$ cat config.mk
export PLATFORM = sky130hd
export DESIGN_NAME = irq_prio_ctrl
export DESIGN_NICKNAME = d
export VERILOG_FILES = /design/src/rtl/irq_ctrl_pkg.sv /design/src/rtl/irq_cfg_regs.sv /design/src/rtl/irq_arbiter.sv /design/src/rtl/irq_nest_stack.sv /design/src/rtl/irq_prio_ctrl.sv
export SDC_FILE = /design/constraint.sdc
export NUM_CORES = 1
export LEC_CHECK = 0
export ABC_AREA = 1
export BUFFER_PORTS_ARGS = -buffer_cell sky130_fd_sc_hd__buf_2
export CAP_MARGIN = 20
export CELL_PAD_IN_SITES_DETAIL_PLACEMENT = 0
export CELL_PAD_IN_SITES_GLOBAL_PLACEMENT = 1
export CORE_MARGIN = 2
export CORE_UTILIZATION = 30
export CTS_CLUSTER_DIAMETER = 30
export DETAILED_ROUTE_END_ITERATION = 7
export GPL_TIMING_DRIVEN = 0
export MAX_ROUTING_LAYER = met4
export PLACE_DENSITY_LB_ADDON = 0.1
export SYNTH_ARGS = -nofsm -noshare
export SYNTH_HDL_FRONTEND = slang
export SYNTH_HIERARCHICAL = 1
export SYNTH_SLANG_ARGS = --single-unit
$ cat constraint.sdc
create_clock -name clk -period 65.3 [get_ports clk]
set_input_delay 13.06 -clock clk [delete_from_list [all_inputs] [get_ports clk]]
set_output_delay 13.06 -clock clk [all_outputs]
set_load 0.03 [all_outputs]
$ cat src/rtl/irq_ctrl_pkg.sv
// Shared constants and types for the prioritized interrupt controller.
// Assumes byte-wide priority lanes with the value kept in the top bits.
package irq_ctrl_pkg;
    localparam int PRIO_W   = 3;
    localparam int LVL_W    = PRIO_W + 1;          // one extra bit encodes "idle"
    localparam int LANE_W   = 8;
    localparam int LANES    = 4;
    localparam int LANE_LSB = LANE_W - PRIO_W;
    localparam int REG_SET  = 0;
    localparam int REG_CLR  = 1;
    localparam int REG_PRI0 = 2;

    typedef logic [PRIO_W-1:0] prio_t;
    typedef logic [LVL_W-1:0]  lvl_t;

    localparam lvl_t LVL_IDLE = lvl_t'(1 << PRIO_W);
endpackage

$ cat src/rtl/irq_cfg_regs.sv
// Enable and priority configuration registers with combinational readback.
// Assumes the bus data width equals the number of request lines.
module irq_cfg_regs
    import irq_ctrl_pkg::*;
#(
    parameter int NUM_SRC = 32,
    parameter int ADDR_W  = 4
) (
    input  logic               clk,
    input  logic               rst_n,
    input  logic               bus_we,
    input  logic [ADDR_W-1:0]  bus_addr,
    input  logic [NUM_SRC-1:0] bus_wdata,
    output logic [NUM_SRC-1:0] bus_rdata,
    output logic [NUM_SRC-1:0] en_q,
    output prio_t              prio_q [NUM_SRC]
);
    function automatic logic [NUM_SRC-1:0] field_mask();
        logic [NUM_SRC-1:0] m = '0;
        for (int k = 0; k < LANES; k++) m[LANE_W*k+LANE_LSB +: PRIO_W] = '1;
        return m;
    endfunction
    localparam logic [NUM_SRC-1:0] FIELD_MASK = field_mask();

    // Register updates: set/clear enables, or load one priority word.
    always_ff @(posedge clk) begin
        if (!rst_n) begin
            en_q <= '0;
            for (int i = 0; i < NUM_SRC; i++) prio_q[i] <= '0;
        end else if (bus_we) begin
            if (bus_addr == ADDR_W'(REG_SET))
                en_q <= en_q | bus_wdata;
            else if (bus_addr == ADDR_W'(REG_CLR))
                en_q <= en_q & ~bus_wdata;
            else
                for (int i = 0; i < NUM_SRC; i++)
                    if (bus_addr == ADDR_W'(REG_PRI0 + i / LANES))
                        prio_q[i] <= bus_wdata[LANE_W*(i%LANES)+LANE_LSB +: PRIO_W];
        end
    end

    // Readback mux: enables on both enable addresses, packed fields otherwise.
    always_comb begin
        bus_rdata = '0;
        if (bus_addr == ADDR_W'(REG_SET) || bus_addr == ADDR_W'(REG_CLR))
            bus_rdata = en_q;
        else
            for (int i = 0; i < NUM_SRC; i++)
                if (bus_addr == ADDR_W'(REG_PRI0 + i / LANES))
                    bus_rdata[LANE_W*(i%LANES)+LANE_LSB +: PRIO_W] = prio_q[i];
    end

    a_r2_set_sticks: assert property (@(posedge clk) disable iff (!rst_n)
        (bus_we && bus_addr == ADDR_W'(REG_SET)) |=> ((en_q & $past(bus_wdata)) == $past(bus_wdata)));
    a_r3_clear_drops: assert property (@(posedge clk) disable iff (!rst_n)
        (bus_we && bus_addr == ADDR_W'(REG_CLR)) |=> ((en_q & $past(bus_wdata)) == '0));
    a_r4_unused_zero: assert property (@(posedge clk) disable iff (!rst_n)
        (bus_addr >= ADDR_W'(REG_PRI0)) |-> ((bus_rdata & ~FIELD_MASK) == '0));
endmodule

$ cat src/rtl/irq_arbiter.sv
// Picks the most urgent pending line; equal values resolve to the lower index.
// Assumes pending already combines request level and enable.
module irq_arbiter
    import irq_ctrl_pkg::*;
#(
    parameter int NUM_SRC = 32,
    localparam int ID_W   = $clog2(NUM_SRC)
) (
    input  logic [NUM_SRC-1:0] pend,
    input  prio_t              prio_q [NUM_SRC],
    output logic               found,
    output logic [ID_W-1:0]    sel_id,
    output prio_t              sel_prio
);
    lvl_t best;

    // Linear scan; strict compare keeps the earliest index on ties.
    always_comb begin
        best   = LVL_IDLE;
        sel_id = '0;
        for (int i = 0; i < NUM_SRC; i++) begin
            if (pend[i] && ({1'b0, prio_q[i]} < best)) begin
                best   = {1'b0, prio_q[i]};
                sel_id = ID_W'(i);
            end
        end
        found    = (best != LVL_IDLE);
        sel_prio = best[PRIO_W-1:0];
    end
endmodule

$ cat src/rtl/irq_nest_stack.sv
// Tracks the running handler level and saves preempted levels on a stack.
// Assumes push is only raised when the caller has checked that it may nest.
module irq_nest_stack
    import irq_ctrl_pkg::*;
#(
    parameter int DEPTH = 4,
    localparam int CNT_W = $clog2(DEPTH + 1),
    localparam int PTR_W = $clog2(DEPTH)
) (
    input  logic  clk,
    input  logic  rst_n,
    input  logic  push,
    input  logic  pop,
    input  prio_t push_prio,
    output lvl_t  active_lvl,
    output logic  full
);
    logic [CNT_W-1:0] depth;
    lvl_t             stk [DEPTH];
    logic             push_ok, pop_ok;

    assign full    = (depth == CNT_W'(DEPTH));
    assign push_ok = push && !full;
    assign pop_ok  = pop && (depth != '0);

    // Entry/exit bookkeeping; entry plus exit swaps the running level in place.
    always_ff @(posedge clk) begin
        if (!rst_n) begin
            depth      <= '0;
            active_lvl <= LVL_IDLE;
            for (int i = 0; i < DEPTH; i++) stk[i] <= LVL_IDLE;
        end else if (push_ok && pop_ok) begin
            active_lvl <= {1'b0, push_prio};
        end else if (push_ok) begin
            stk[depth[PTR_W-1:0]] <= active_lvl;
            active_lvl            <= {1'b0, push_prio};
            depth                 <= depth + 1'b1;
        end else if (pop_ok) begin
            active_lvl <= stk[PTR_W'(depth - 1'b1)];
            depth      <= depth - 1'b1;
        end
    end

    a_r9_depth_bound: assert property (@(posedge clk) disable iff (!rst_n)
        depth <= CNT_W'(DEPTH));
    a_r8_entry_grows: assert property (@(posedge clk) disable iff (!rst_n)
        (push && !full && !pop) |=> (depth == CNT_W'($past(depth) + 1'b1)));
    a_r10_swap_keeps_depth: assert property (@(posedge clk) disable iff (!rst_n)
        (push && !full && pop && depth != '0) |=> $stable(depth));
endmodule

$ cat src/rtl/irq_prio_ctrl.sv
// Top: configuration registers, arbiter and nesting stack for 32 level lines.
// Assumes handshakes are single-cycle pulses and requests are synchronous.
module irq_prio_ctrl
    import irq_ctrl_pkg::*;
#(
    parameter int NUM_SRC     = 32,
    parameter int STACK_DEPTH = 4,
    parameter int ADDR_W      = 4,
    localparam int ID_W       = $clog2(NUM_SRC)
) (
    input  logic               clk,
    input  logic               rst_n,
    input  logic [NUM_SRC-1:0] irq_req,
    input  logic               bus_we,
    input  logic [ADDR_W-1:0]  bus_addr,
    input  logic [NUM_SRC-1:0] bus_wdata,
    output logic [NUM_SRC-1:0] bus_rdata,
    output logic               irq_valid,
    output logic [ID_W-1:0]    irq_id,
    output logic [PRIO_W-1:0]  irq_prio,
    input  logic               irq_ack,
    input  logic               irq_done
);
    logic [NUM_SRC-1:0] en_q;
    prio_t              prio_q [NUM_SRC];
    logic               found, full;
    lvl_t               active_lvl;

    irq_cfg_regs #(.NUM_SRC(NUM_SRC), .ADDR_W(ADDR_W)) u_regs (
        .clk(clk), .rst_n(rst_n), .bus_we(bus_we), .bus_addr(bus_addr),
        .bus_wdata(bus_wdata), .bus_rdata(bus_rdata), .en_q(en_q), .prio_q(prio_q)
    );

    irq_arbiter #(.NUM_SRC(NUM_SRC)) u_arb (
        .pend(irq_req & en_q), .prio_q(prio_q),
        .found(found), .sel_id(irq_id), .sel_prio(irq_prio)
    );

    irq_nest_stack #(.DEPTH(STACK_DEPTH)) u_stack (
        .clk(clk), .rst_n(rst_n), .push(irq_ack && irq_valid), .pop(irq_done),
        .push_prio(irq_prio), .active_lvl(active_lvl), .full(full)
    );

    // Present only a strictly more urgent request, and only while nesting room remains.
    assign irq_valid = found && ({1'b0, irq_prio} < active_lvl) && !full;

    a_r7_strictly_better: assert property (@(posedge clk) disable iff (!rst_n)
        irq_valid |-> ({1'b0, irq_prio} < active_lvl));
    a_r5_line_pending: assert property (@(posedge clk) disable iff (!rst_n)
        irq_valid |-> (irq_req[irq_id] && en_q[irq_id]));
endmodule

# [Yosys cells after proc, flatten, opt, wreduce, memory -nomap -nowiden]
# Memory sizes are Yosys's and may differ from the RTL's.
# Index checks and enable logic that the tools add are counted.
# Widths: inputs -> output; s select.
[word_totals] input_bits=73 ramBits=16 out_inout_bits=41 reg_bits=135 n_memories=1 elab_cells=261
[op_classes] muxes=118 n_addsub=2 n_bitwise=7 n_eq_ne=11 order_cmp=32 reduce_logical=55
[mem_list] name="u_stack.stk" words=4 word_bits=4 read_ports=1 rd_ports_with_merged_regs=0 wr=4 line_no="irq_nest_stack.sv:19" text="lvl_t stk [DEPTH];"
[op_table] op="$mux 4" count=44
[op_table] op="$lt 3x4->1" count=32
[op_table] op="$mux 3" count=42
[op_table] op="$mux 5" count=20
[op_table] op="$and 32x32->32" count=2
[op_table] op="$mux 32" count=2
[op_table] op="$logic_and 1x1->1" count=37
[op_table] op="$not 32->32" count=1
[op_table] op="$or 32x32->32" count=1
[op_table] op="$reduce_and 4->1" count=8
[op_table] op="$eq 4x3->1 const B" count=4
[op_table] op="$eq 4x2->1 const B" count=2
[op_table] op="$eq 4x4->1 const B" count=2
[op_table] op="$mux 1" count=7
[op_table] op="$mux 2" count=3
[op_table] op="$reduce_bool 3->1" count=2
[op_table] op="$eq 4x1->1 const B" count=1
[op_table] op="$logic_not 4->1" count=1
[op_table] op="$ne 4x4->1 const B" count=1
[op_table] op="$reduce_and 2->1" count=2
[op_table] op="$reduce_bool 2->1" count=2
[op_table] op="$reduce_or 4->1" count=1
[op_table] op="$add 3x1->3 const B" count=1
[op_table] op="$eq 3x3->1 const B" count=1
[op_table] op="other kinds (4)" count=6

# [Depth between registers and ports, before layout]
# Gate-level depths: netlist (run 1).
[logic_depth] ltp_word=106 mapped_depth=284 ltp_nobuf=284

# [Hierarchy]
# The synthesis (run 1) kept the hierarchy.
[by_module_without_submodules] mod="irq_cfg_regs" cells_per_inst=832 n_inst=1 seq_area_each_um2=2562.5 area_each_um2=5694.2
[by_module_without_submodules] mod="irq_arbiter" cells_per_inst=801 n_inst=1 seq_area_each_um2=0.0 area_each_um2=3811.2
[by_module_without_submodules] mod="irq_nest_stack" cells_per_inst=137 n_inst=1 seq_area_each_um2=620.6 area_each_um2=1186.1
[by_module_without_submodules] mod="irq_prio_ctrl" cells_per_inst=84 n_inst=1 seq_area_each_um2=0.0 area_each_um2=349.1

# [Worst setup path before layout (run 1)]
# OpenSTA, ideal clock, no wires.
[synth_path] kind="input-to-output" startpoint="input irq_req[0]" endpoint="output irq_valid" required_ps=52240 path_buffers=0 arrival_time_ps=39004 path_slack_ps=13236 path_stages=242 cell_sequence="nand2_1 inv_1 nand2_1 ha_1 nand2_1 clkinv_1 nand2_2 nand2_2 o21ai_0 ha_1 nand2_1 nand2_1 nand2_2 nand2_2 o21ai_0 ha_1 nand2_1 nand2_1 [206 not listed] o21ai_0 ha_1 a21boi_0 nand2_4 o21ai_1 ha_1 nand2_1 nand2_1 nand2_2 nand2_4 nand2_1 nand2_1 ha_1 nand2_1 nand2_1 nand2_1 nand3_2 inv_1"
[synth_between] elab_chain_len=98 elab_cells_between_ends=99 cone_classes="order compare: 32; eq/ne: 1; mux: 32; bitwise: 1; reduce/logical: 33"
[synth_rtl] item="start, declared" line_no="irq_prio_ctrl.sv:13" text="input logic [NUM_SRC-1:0] irq_req,"
[synth_rtl] item="$and 32x32->32 (*)" line_no="irq_prio_ctrl.sv:35" text=".pend(irq_req & en_q), .prio_q(prio_q),"
[synth_rtl] item="$mux 4 (*)" line_no="irq_arbiter.sv:22" text="if (pend[i] && ({1'b0, prio_q[i]} < best)) begin"
[synth_rtl] item="$lt 3x4->1" line_no="irq_arbiter.sv:22"
[synth_rtl] item="$logic_and 1x1->1" line_no="irq_arbiter.sv:22"
[synth_rtl] item="$mux 4 (*)" line_no="irq_arbiter.sv:22"
[synth_rtl] item="$lt 3x4->1" line_no="irq_arbiter.sv:22"
[synth_rtl] item="$logic_and 1x1->1" line_no="irq_arbiter.sv:22"
[synth_rtl] item="$mux 4 (*)" line_no="irq_arbiter.sv:22"
[synth_rtl] item="[82 not listed]"
[synth_rtl] item="$logic_and 1x1->1" line_no="irq_arbiter.sv:22"
[synth_rtl] item="$mux 4 (*)" line_no="irq_arbiter.sv:22"
[synth_rtl] item="$lt 3x4->1" line_no="irq_arbiter.sv:22"
[synth_rtl] item="$logic_and 1x1->1" line_no="irq_arbiter.sv:22"
[synth_rtl] item="$mux 4 (*)" line_no="irq_arbiter.sv:22"
[synth_rtl] item="named net irq_prio[1]" line_no="irq_prio_ctrl.sv:20" text="output logic [PRIO_W-1:0] irq_prio,"
[synth_rtl] item="$lt 3x4->1 or $ne 4x4->1 (tied branches)" line_no="irq_prio_ctrl.sv:45, irq_arbiter.sv:27"
[synth_rtl] item="$logic_and 1x1->1 (*) (2 in a row)" line_no="irq_prio_ctrl.sv:45" text="assign irq_valid = found && ({1'b0, irq_prio} < active_lvl) && !full;"
[synth_rtl] item="end, declared" line_no="irq_prio_ctrl.sv:18" text="output logic irq_valid,"
# Mark *: on every way through the listed nets, which the timed path passes. The rest lies on a longest branch.

# [Final worst setup path (run 1)]
[layout_path] startpoint="input irq_req[0]" endpoint="output irq_valid"
[layout_between] elab_chain_len=98 elab_cells_between_ends=99 cone_classes="order compare: 32; eq/ne: 1; mux: 32; bitwise: 1; reduce/logical: 33"
[layout_rtl] item="$and 32x32->32 (*)" line_no="irq_prio_ctrl.sv:35"
[layout_rtl] item="$mux 4 (*)" line_no="irq_arbiter.sv:22"
[layout_rtl] item="$lt 3x4->1" line_no="irq_arbiter.sv:22"
[layout_rtl] item="$logic_and 1x1->1" line_no="irq_arbiter.sv:22"
[layout_rtl] item="$mux 4 (*)" line_no="irq_arbiter.sv:22"
[layout_rtl] item="$lt 3x4->1" line_no="irq_arbiter.sv:22"
[layout_rtl] item="$logic_and 1x1->1" line_no="irq_arbiter.sv:22"
[layout_rtl] item="$mux 4 (*)" line_no="irq_arbiter.sv:22"
[layout_rtl] item="[81 not listed]"
[layout_rtl] item="$lt 3x4->1" line_no="irq_arbiter.sv:22"
[layout_rtl] item="$logic_and 1x1->1" line_no="irq_arbiter.sv:22"
[layout_rtl] item="$mux 4 (*)" line_no="irq_arbiter.sv:22"
[layout_rtl] item="$lt 3x4->1" line_no="irq_arbiter.sv:22"
[layout_rtl] item="$logic_and 1x1->1" line_no="irq_arbiter.sv:22"
[layout_rtl] item="$mux 4 (*)" line_no="irq_arbiter.sv:22"
[layout_rtl] item="$lt 3x4->1 or $ne 4x4->1 (tied branches)" line_no="irq_prio_ctrl.sv:45, irq_arbiter.sv:27"
[layout_rtl] item="$logic_and 1x1->1 (*) (2 in a row)" line_no="irq_prio_ctrl.sv:45"
# Mark *: on every way between the ends. The rest lies on a longest branch, timed or not.

==> flow_summary.yaml, run 1 <==
timing:
  min_period_over_period_pct: 86.86
  hold_viol: 0
  setup_viol: 0
  skew_ns: 0.01179
  fin_tns_setup_ns: 0
  worst_pin_slew_ns: 1.079
  period_needed_ns: 56.72
  rsz0062_at_grt: "false"
  clock.fmax_ghz: 0.01763
  final_max_slew_viol_count: 0
  relSlewSlack_pct: 28.06
routing:
  drt_wl_total_um: 44410
  via_per_inst: 4.835
  antenna_left: 0
  wl_per_cell_um: 18.09
  dr.first_iter.drc_count: 1022
  drt-pass1-iter-count: 5
  vias: 11869
  drcViolationCount: 0
critical_path:
  max_stage_delay_ns: 0.39
  cp-endpoint: "irq_valid"
  rrSetupSlack_ns: 33.00
  start_kind: "input port"
  worstPathRequired_ns: 52.24
  crit_path_start: "irq_req[0]"
  reg2reg_depth: 251
  cpMaxStageDelayCell: "a21boi_0"
  critPathMaxFanout: 9
  path_common_cell: "nand2_1"
  r2r_end: "u_stack/stk[1][0]$_SDFFCE_PN0P_"
  cp-end-kind: "output pin"
  crit_type: "in2out"
  arrival_ns: 43.66
finish:
  finish.utilization_pct: 34.97
  drive_gt1_share_pct: 12.59
  nNetsFinal: 2092
  fillers: 4191
  syn_to_final_growth_pct: 15.41
clock_tree:
  hold_buffers: 0
  cts_resized: 0
  cts_buffers: 17
  cts_num_sinks: 151
  clockBufferDepth: 2
  postCtsSetupBuffers: 0
  htreeDepth: 4
  path_clk_slew_ns: 0.06
  clock_latency_ns: 0.44
  cts_tree: "yes"
  cts_root_buf: "clkbuf_16"
synth:
  ys.flop_type: "dfxtp_1"
  netlist.area_leader.share_pct: 24.48
  avgSynthCellArea_um2: 5.955
  yosysWarnings: 6
  yosys-top-cells-count: "nand2_1, inv_1, nand3_1, a21oi_1, o21ai_0"
  ys_async_sr_fraction_pct: 0
  synthCells: 1854
  ys_seq_elements: 151
  syn-cell-area_um2: 11040
  synth-edff-count: 16
  synth_nets: 1973
  synth.area.top_cells: "dfxtp_1, nand2_1, inv_1, nand3_1, a21oi_1"
  synth.distinct_cells: 35
  synth_top_area_cell: "dfxtp_1"
  seq_area_frac_synth_pct: 28.83
  yosysMostFrequentCell: "nand2_1"
global_routing:
  antenna_found_initial: 1
  grt_pass1_wl_um: 66740
  grt_remaining_overflow: 0
  track_usage_pct: 24.02
  grt_start_max_net_pins: 17
  grt_pass1_vias: 11117
pwr:
  leakage_uw: 0.006029
  finalPower_uw: 299.0
  p_per_area_nw_per_um2: 23.46
  irDropWorstVdd_mv: 0.01995
floorplan:
  start_util_pct: 30.30
  io_pins: 114
  die_height_um: 195.8
  core-area_um2: 36430
  dieWidth_um: 195.8
  die_area_um2: 38350
  rows: 70
place:
  dp.final_hpwl_um: 35370
  numPortBuffers: 100
  gp_congestion: 0.9448
job:
  cap_violations: 0
worst_hold_path:
  hp-class: "reg2reg"
status:
  status: "complete, no violations"
-- per-stage QoR --
stage                     hold WS, ns  cells  cell area, um^2  setup slack (ns)
after floorplan                0.4370   1854            11040             13.24
after global placement         0.4576   2422            12130             8.352
after detailed placement       0.4583   2422            12130             8.338
after CTS                      0.4692   2454            12740             8.270
after global routing           0.4978   2455            12740             4.659
final                          0.4734   2455            12740             8.580
-- worst max-delay path: cells and delay by family --
kind                     cells  cell delay (ns)
AO/OA/AOI/OAI               32             8.57
adder cells (fa/ha/maj)     32             9.08
buffers and inverters       30             1.80
AND/OR/NAND/NOR            150            11.15
-- routing by layer --
layer  routed length [um]  global-route usage (%)  share of wire (%)  vias up
met5                    0                       -                  0        -
met4                 1266                   7.912                2.9        0
met3                 2386                   3.387                5.4       50
met2                19140                   36.55                 43      344
met1                21620                   32.73                 49     5384
li1                     -                       -                  -     6091
-- cell type report --
| type | instances | area (um^2) | share of cell area, % |
|---|---|---|---|
| diodes | 1 | 2.502 | 0.01964 |
| plain buffers | 70 | 297.8 | 2.337 |
| clock buffers | 22 | 495.5 | 3.888 |
| clock inverters | 10 | 117.6 | 0.9230 |
| inverters | 322 | 1210 | 9.495 |
| multi-input cells | 1311 | 6350 | 49.83 |
| flip-flops and latches | 151 | 3183 | 24.98 |
| well taps | 468 | 585.6 | 4.595 |
| repair buffers | 100 | 500.5 | 3.928 |
-- how the worst min path moves through the flow --
stage                                      to  slack [ns]  depth (start not counted)
6_report                            flip-flop        0.47                          2
5_1_grt                             flip-flop        0.50                          2
4_1_cts        u_regs/prio_q[78]$_SDFFE_PN0P_        0.47                          2
3_5_place_dp   u_regs/prio_q[78]$_SDFFE_PN0P_        0.46                          2
3_3_place_gp   u_regs/prio_q[78]$_SDFFE_PN0P_        0.46                          2
2_1_floorplan  u_regs/prio_q[78]$_SDFFE_PN0P_        0.44                          2
-- placed cells by master (no fill, tap or decap), drive strengths merged --
| cell | count |
|---|---|
| nand2 | 597 |
| inv | 295 |
| nand3 | 203 |
| a21oi | 151 |
| o21ai | 142 |
| dfxtp | 135 |
| nor2 | 133 |
| buf | 121 |
| clkbuf | 71 |
| ha | 46 |
| clkinv | 31 |
| nand4 | 17 |
| edfxtp | 16 |
| a21boi | 7 |
| nor3 | 5 |
| clkinvlp | 4 |
| a31oi | 4 |
| bufinv | 2 |
| o211ai | 2 |
| diode | 1 |
| o21a | 1 |
| and2 | 1 |
| or2 | 1 |
| nand3b | 1 |
-- kinds of logic (layout without fill, tap and decap cells) --
group	count (synthesis)	after routing	share of synthesized area (%)
and+or+nand+nor	958	958	37.93
AOI/OAI and AO/OA	307	307	14.37
adders and majority gates	46	46	5.213
other	0	1	0
DFF	151	151	28.83
buffers and inverters	392	524	13.66
-- where the power goes --
group	switching [uW]	internal (uW)	leakage, uW	total (uW)
Sequential	4.25	98.3	0.00124	103
Clock	42.2	61.6	0.000289	104
Combinational	62.9	29.7	0.00450	92.6
Total	109	190	0.00603	299
No activity file was read; power rests on OpenSTA's default activity.
==> run 2: changes to the inputs <==
Settings changed: CTS_CLUSTER_DIAMETER 30 to not set, RECOVER_POWER set to 50.
Clock period 65.3 ns to 54 ns, I/O delays scaled along.
==> run 2 against run 1 <==
  * Combinational power rose by 21%
  * Clock-buffer cell count did not move
  * Global-route usage did not move
  * Clock skew barely moved
  * First-iteration DRC count rose by 4.4%
  * Register-to-register slack got worse by 9.4 ns
  * Clock power rose by 20%
  * Die area did not move
  * Non-clock buffer count did not move
  * Worst setup slack got worse by 4.9 ns
==> flow_summary.yaml, run 2 (synthesis gave the netlist of run 1 again) <==
status:
  status: "complete, no violations"
clock_tree:
  path_clk_slew_ns: 0.07
  cts_resized: 0
  cts_num_sinks: 151
  clock_latency_ns: 0.44
  cts_buffers: 17
  cts_tree: "yes"
  hold_buffers: 0
  htreeDepth: 4
  clockBufferDepth: 2
  cts_root_buf: "clkbuf_16"
  postCtsSetupBuffers: 0
timing:
  fin_tns_setup_ns: 0
  period_needed_ns: 50.31
  hold_ws_ns: 0.4718
  rsz0062_at_grt: "false"
  final_max_slew_viol_count: 0
  clock.fmax_ghz: 0.01988
  min_period_over_period_pct: 93.17
  relSlewSlack_pct: 26.58
  setup_viol: 0
  hold_viol: 0
  worst_pin_slew_ns: 1.101
  skew_ns: 0.01174
critical_path:
  start_kind: "input port"
  worstPathRequired_ns: 43.20
  max_stage_delay_ns: 0.30
  path_common_cell: "nand2_1"
  reg2reg_depth: 254
  critPathMaxFanout: 9
  cp-end-kind: "output pin"
  cpMaxStageDelayCell: "ha_1"
  crit_type: "in2out"
  arrival_ns: 39.51
global_routing:
  grt_remaining_overflow: 0
  grt_use_met1_pct: 32.73
  met2_usage_pct: 36.55
  use_met3_pct: 3.387
  grt_pass1_vias: 11117
  antenna_found_initial: 1
  busiest_layer: "met2"
  grt_pass1_wl_um: 66740
  track_usage_pct: 24.02
  grt_start_max_net_pins: 17
finish:
  layout_commonest_cell: "nand2_1"
  layout_common_cells: "nand2_1, inv_1, nand3_1"
  syn_to_final_growth_pct: 14.99
  nNetsFinal: 2092
  drive_gt1_share_pct: 11.63
floorplan:
  start_util_pct: 30.30
  io_pins: 114
  rows: 70
  die_area_um2: 38350
  dieWidth_um: 195.8
  die_height_um: 195.8
  core-area_um2: 36430
pwr:
  p_per_area_nw_per_um2: 28.44
  pwr-share-seq_pct: 34.3
  p_int_uw: 229.3
  p_sw_share_pct: 36.51
  finalPower_uw: 361.1
  clkPwrFrac_pct: 34.7
  combinationalPowerShare_pct: 30.9
  leakage_uw: 0.005994
  p_switching_uw: 131.8
  irDropWorstVdd_mv: 0.02408
routing:
  via_per_inst: 4.806
  wl_per_cell_um: 18.03
  drt-pass1-iter-count: 5
  drt_wl_total_um: 44270
  drcViolationCount: 0
  dr.first_iter.drc_count: 1067
  vias: 11799
  antenna_left: 0
worst_hold_path:
  holdPathStages: 2
  hp-class: "reg2reg"
place:
  dp.final_hpwl_um: 35370
  gp_congestion: 0.9448
  numPortBuffers: 100
job:
  cap_violations: 0
==> run 2: changes by cell type in the layout (fill, tap and decap cells not counted), sizes merged <==
cell    before  now
buf        121  111
clkbuf      71   81
clkinv      31   33
inv        295  293
==> run 2: per-layer routing <==
| layer | vias to the layer above | part of all wire [%] |
|---|---|---|
| met4 | 0 | 2.9 |
| met5 | - | 0 |
| met1 | 5316 | 48 |
| met2 | 345 | 43 |
| li1 | 6090 | - |
| met3 | 48 | 5.8 |
==> run 2: final timing paths <==
check	startpoint	endpoint	slack, ns
max reg2reg	flip-flop	u_stack/stk[1][0]$_SDFFCE_PN0P_	23.58
max	irq_req[0]	irq_valid	3.69
min reg2reg	u_regs/prio_q[78]$_SDFFE_PN0P_	u_regs/prio_q[78]$_SDFFE_PN0P_	0.47
min	u_regs/prio_q[78]$_SDFFE_PN0P_	u_regs/prio_q[78]$_SDFFE_PN0P_	0.47
==> run 2: per-stage QoR <==
step           utilization, %  worst slack, ns  cell area (um^2)  std cells
3_3_place_gp            33.28            1.572             12130       2422
4_1_cts                 34.97            1.490             12740       2454
6_report                34.85            3.688             12700       2455
5_1_grt                 34.85          0.08241             12700       2455
3_5_place_dp            33.28            1.558             12130       2422
2_1_floorplan               -            6.456             11040       1854
==> run 2: worst max-delay path: cells and delay by family <==
kind,cells,cell delay [ns]
AOI/OAI and AO/OA,31,6.74
adders and majority gates,32,8.74
and+or+nand+nor,152,11.29
buffers and inverters,32,1.92
==> run 2: layout make-up <==
cell class | instances | area [um^2]
flip-flops and latches | 151 | 3183
well taps | 468 | 585.6
plain buffers | 70 | 286.5
clock inverters | 10 | 117.6
repair buffers | 100 | 496.7
clock buffers | 22 | 495.5
diodes | 1 | 2.502
fillers | 4200 | 23740
inverters | 322 | 1210
multi-input cells | 1311 | 6319
==> run 2: power groups by stage <==
stage | logic, uW | clock network (uW) | registers (uW)
floorplan | 83.2 | 0 | 124
global placement | 112 | 0 | 127
detailed placement | 112 | 0 | 127
CTS | 113 | 128 | 124
global route | 128 | 133 | 125
finish | 112 | 125 | 124
==> run 3: changes to the inputs <==
Clock period 54 ns to 48.7 ns, I/O delays scaled along.
==> run 3 against run 2 <==
  * Worst setup slack lost 0.78 ns
  * Register-to-register slack worse by 2.9 ns
  * Clock-buffer cell count is the same
  * Final cell count grew 0.33%
  * Sequential power up 11%
  * Hold slack improved by 0.00056 ns
  * Flip-flop and latch count is the same
  * Sequential share of layout area shrank 0.57 points
  * Utilization grew 0.81 points
  * Non-clock buffer count up 8
  * Via count grew 0.95%
  * Largest cell class unchanged
==> flow_summary.yaml, run 3 (synthesis gave the netlist of run 1 again) <==
pwr:
  p_per_area_nw_per_um2: 31.17
  p_int_uw: 255.8
  clkPwrFrac_pct: 34.4
  pwr-share-seq_pct: 34.0
  combinationalPowerShare_pct: 31.6
  leakage_uw: 0.006103
  p_switching_uw: 149.1
  finalPower_uw: 404.9
  p_sw_share_pct: 36.82
  irDropWorstVdd_mv: 0.02681
critical_path:
  max_stage_delay_ns: 0.29
  cp-end-kind: "output pin"
  crit_type: "in2out"
  critPathMaxFanout: 8
  worst-path-buf-inv: 32
  critical-path-top-delay-family: "simple AND/OR/NAND/NOR gates"
  reg2reg_depth: 273
  critical_path_depth: 266
  crit_path_start: "irq_req[0]"
  r2r_end: "u_stack/stk[1][0]$_SDFFCE_PN0P_"
  arrival_ns: 36.05
  cpMaxStageDelayCell: "a21boi_1"
  path_common_cell: "nand2_1"
  worstPathRequired_ns: 38.96
  cp-endpoint: "irq_valid"
  start_kind: "input port"
  rrSetupSlack_ns: 20.64
global_routing:
  grt_pass1_vias: 11113
  track_usage_pct: 24.01
  grt_start_max_net_pins: 17
  grt_remaining_overflow: 0
  grt_pass1_wl_um: 66720
  antenna_found_initial: 1
timing:
  hold_viol: 0
  skew_ns: 0.01113
  hold_ws_ns: 0.4723
  worst_pin_slew_ns: 1.081
  fin_tns_setup_ns: 0
  min_period_over_period_pct: 94.03
  relSlewSlack_pct: 27.96
  final_max_slew_viol_count: 0
  setup_viol: 0
  clock.fmax_ghz: 0.02184
  period_needed_ns: 45.79
  timing.final.ws_setup_ns: 2.905
floorplan:
  start_util_pct: 30.30
  die_height_um: 195.8
  dieWidth_um: 195.8
  rows: 70
  io_pins: 114
  die_area_um2: 38350
  core-area_um2: 36430
clock_tree:
  cts_tree: "yes"
  hold_buffers: 0
  clock_latency_ns: 0.44
  cts_num_sinks: 151
  path_clk_slew_ns: 0.06
  cts_root_buf: "clkbuf_16"
  clockBufferDepth: 2
  cts_buffers: 17
  htreeDepth: 4
routing:
  drt-pass1-iter-count: 5
  via_per_inst: 4.836
  drcViolationCount: 0
  antenna_left: 0
  vias: 11911
  dr.first_iter.drc_count: 938
  wl_per_cell_um: 18.11
  drt_wl_total_um: 44590
finish:
  nNetsFinal: 2100
  syn_to_final_growth_pct: 17.68
  layout_common_cells: "nand2_1, inv_1, nand3_1"
  fillers: 4191
  finish.utilization_pct: 35.66
  drive_gt1_share_pct: 13.74
  layout_commonest_cell: "nand2_1"
job:
  cap_violations: 0
worst_hold_path:
  hp-class: "reg2reg"
place:
  pre_cts_ws_ns: -1.622
  gp_congestion: 0.9448
  numPortBuffers: 100
  dp.final_hpwl_um: 35370
status:
  status: "complete, no violations"
[run 3: worst min path at each step]
stage	start	endpoint	cells past startpoint
2_1_floorplan	u_regs/prio_q[78]$_SDFFE_PN0P_	u_regs/prio_q[78]$_SDFFE_PN0P_	2
3_3_place_gp	u_regs/prio_q[78]$_SDFFE_PN0P_	u_regs/prio_q[78]$_SDFFE_PN0P_	2
3_5_place_dp	u_regs/prio_q[78]$_SDFFE_PN0P_	u_regs/prio_q[78]$_SDFFE_PN0P_	2
4_1_cts	u_regs/prio_q[78]$_SDFFE_PN0P_	u_regs/prio_q[78]$_SDFFE_PN0P_	2
5_1_grt	flip-flop	flip-flop	2
6_report	flip-flop	flip-flop	2
[run 3: repair_timing]
item                                    CTS  global route
buffers inserted                          0             8
resized for setup                        20            72
endpoints found under the setup margin    9             9
pin swaps                                 0             2
[run 3: metal layers]
metal / global-route usage, % / part of all wire [%]
met5: - / 0
met4: 7.912 / 2.9
met3: 3.387 / 5.3
met2: 36.52 / 43
met1: 32.73 / 48
[run 3: power groups by stage]
stage | combinational [uW] | sequential, uW | clock, uW
2_1_floorplan | 92.3 | 138 | 0
3_3_place_gp | 124 | 140 | 0
3_5_place_dp | 125 | 140 | 0
4_1_cts | 125 | 138 | 142
5_1_grt | 145 | 138 | 147
6_report | 128 | 138 | 140
[run 3: final cells by class]
class | instances | area, um^2 | area share (%)
Buffer | 70 | 286.5 | 2.205
Sequential cell | 151 | 3183 | 24.50
Multi-Input combinational cell | 1311 | 6553 | 50.43
Clock inverter | 10 | 117.6 | 0.9052
Inverter | 322 | 1210 | 9.312
Clock buffer | 22 | 495.5 | 3.814
Antenna cell | 1 | 2.502 | 0.01926
Timing Repair Buffer | 108 | 559.3 | 4.305
Tap cell | 468 | 585.6 | 4.507
[run 3: worst min-delay path, stage by stage, from the launching register on]
cell and delay [ns]:
dfxtp_1 0.31, inv_1 0.06, a21oi_1 0.05
[run 3: through the flow]
step / std cells / cell area (um^2)
after floorplan: 1854 / 11040
after global placement: 2422 / 12130
after detailed placement: 2422 / 12130
after CTS: 2454 / 12740
after global routing: 2463 / 12990
final: 2463 / 12990
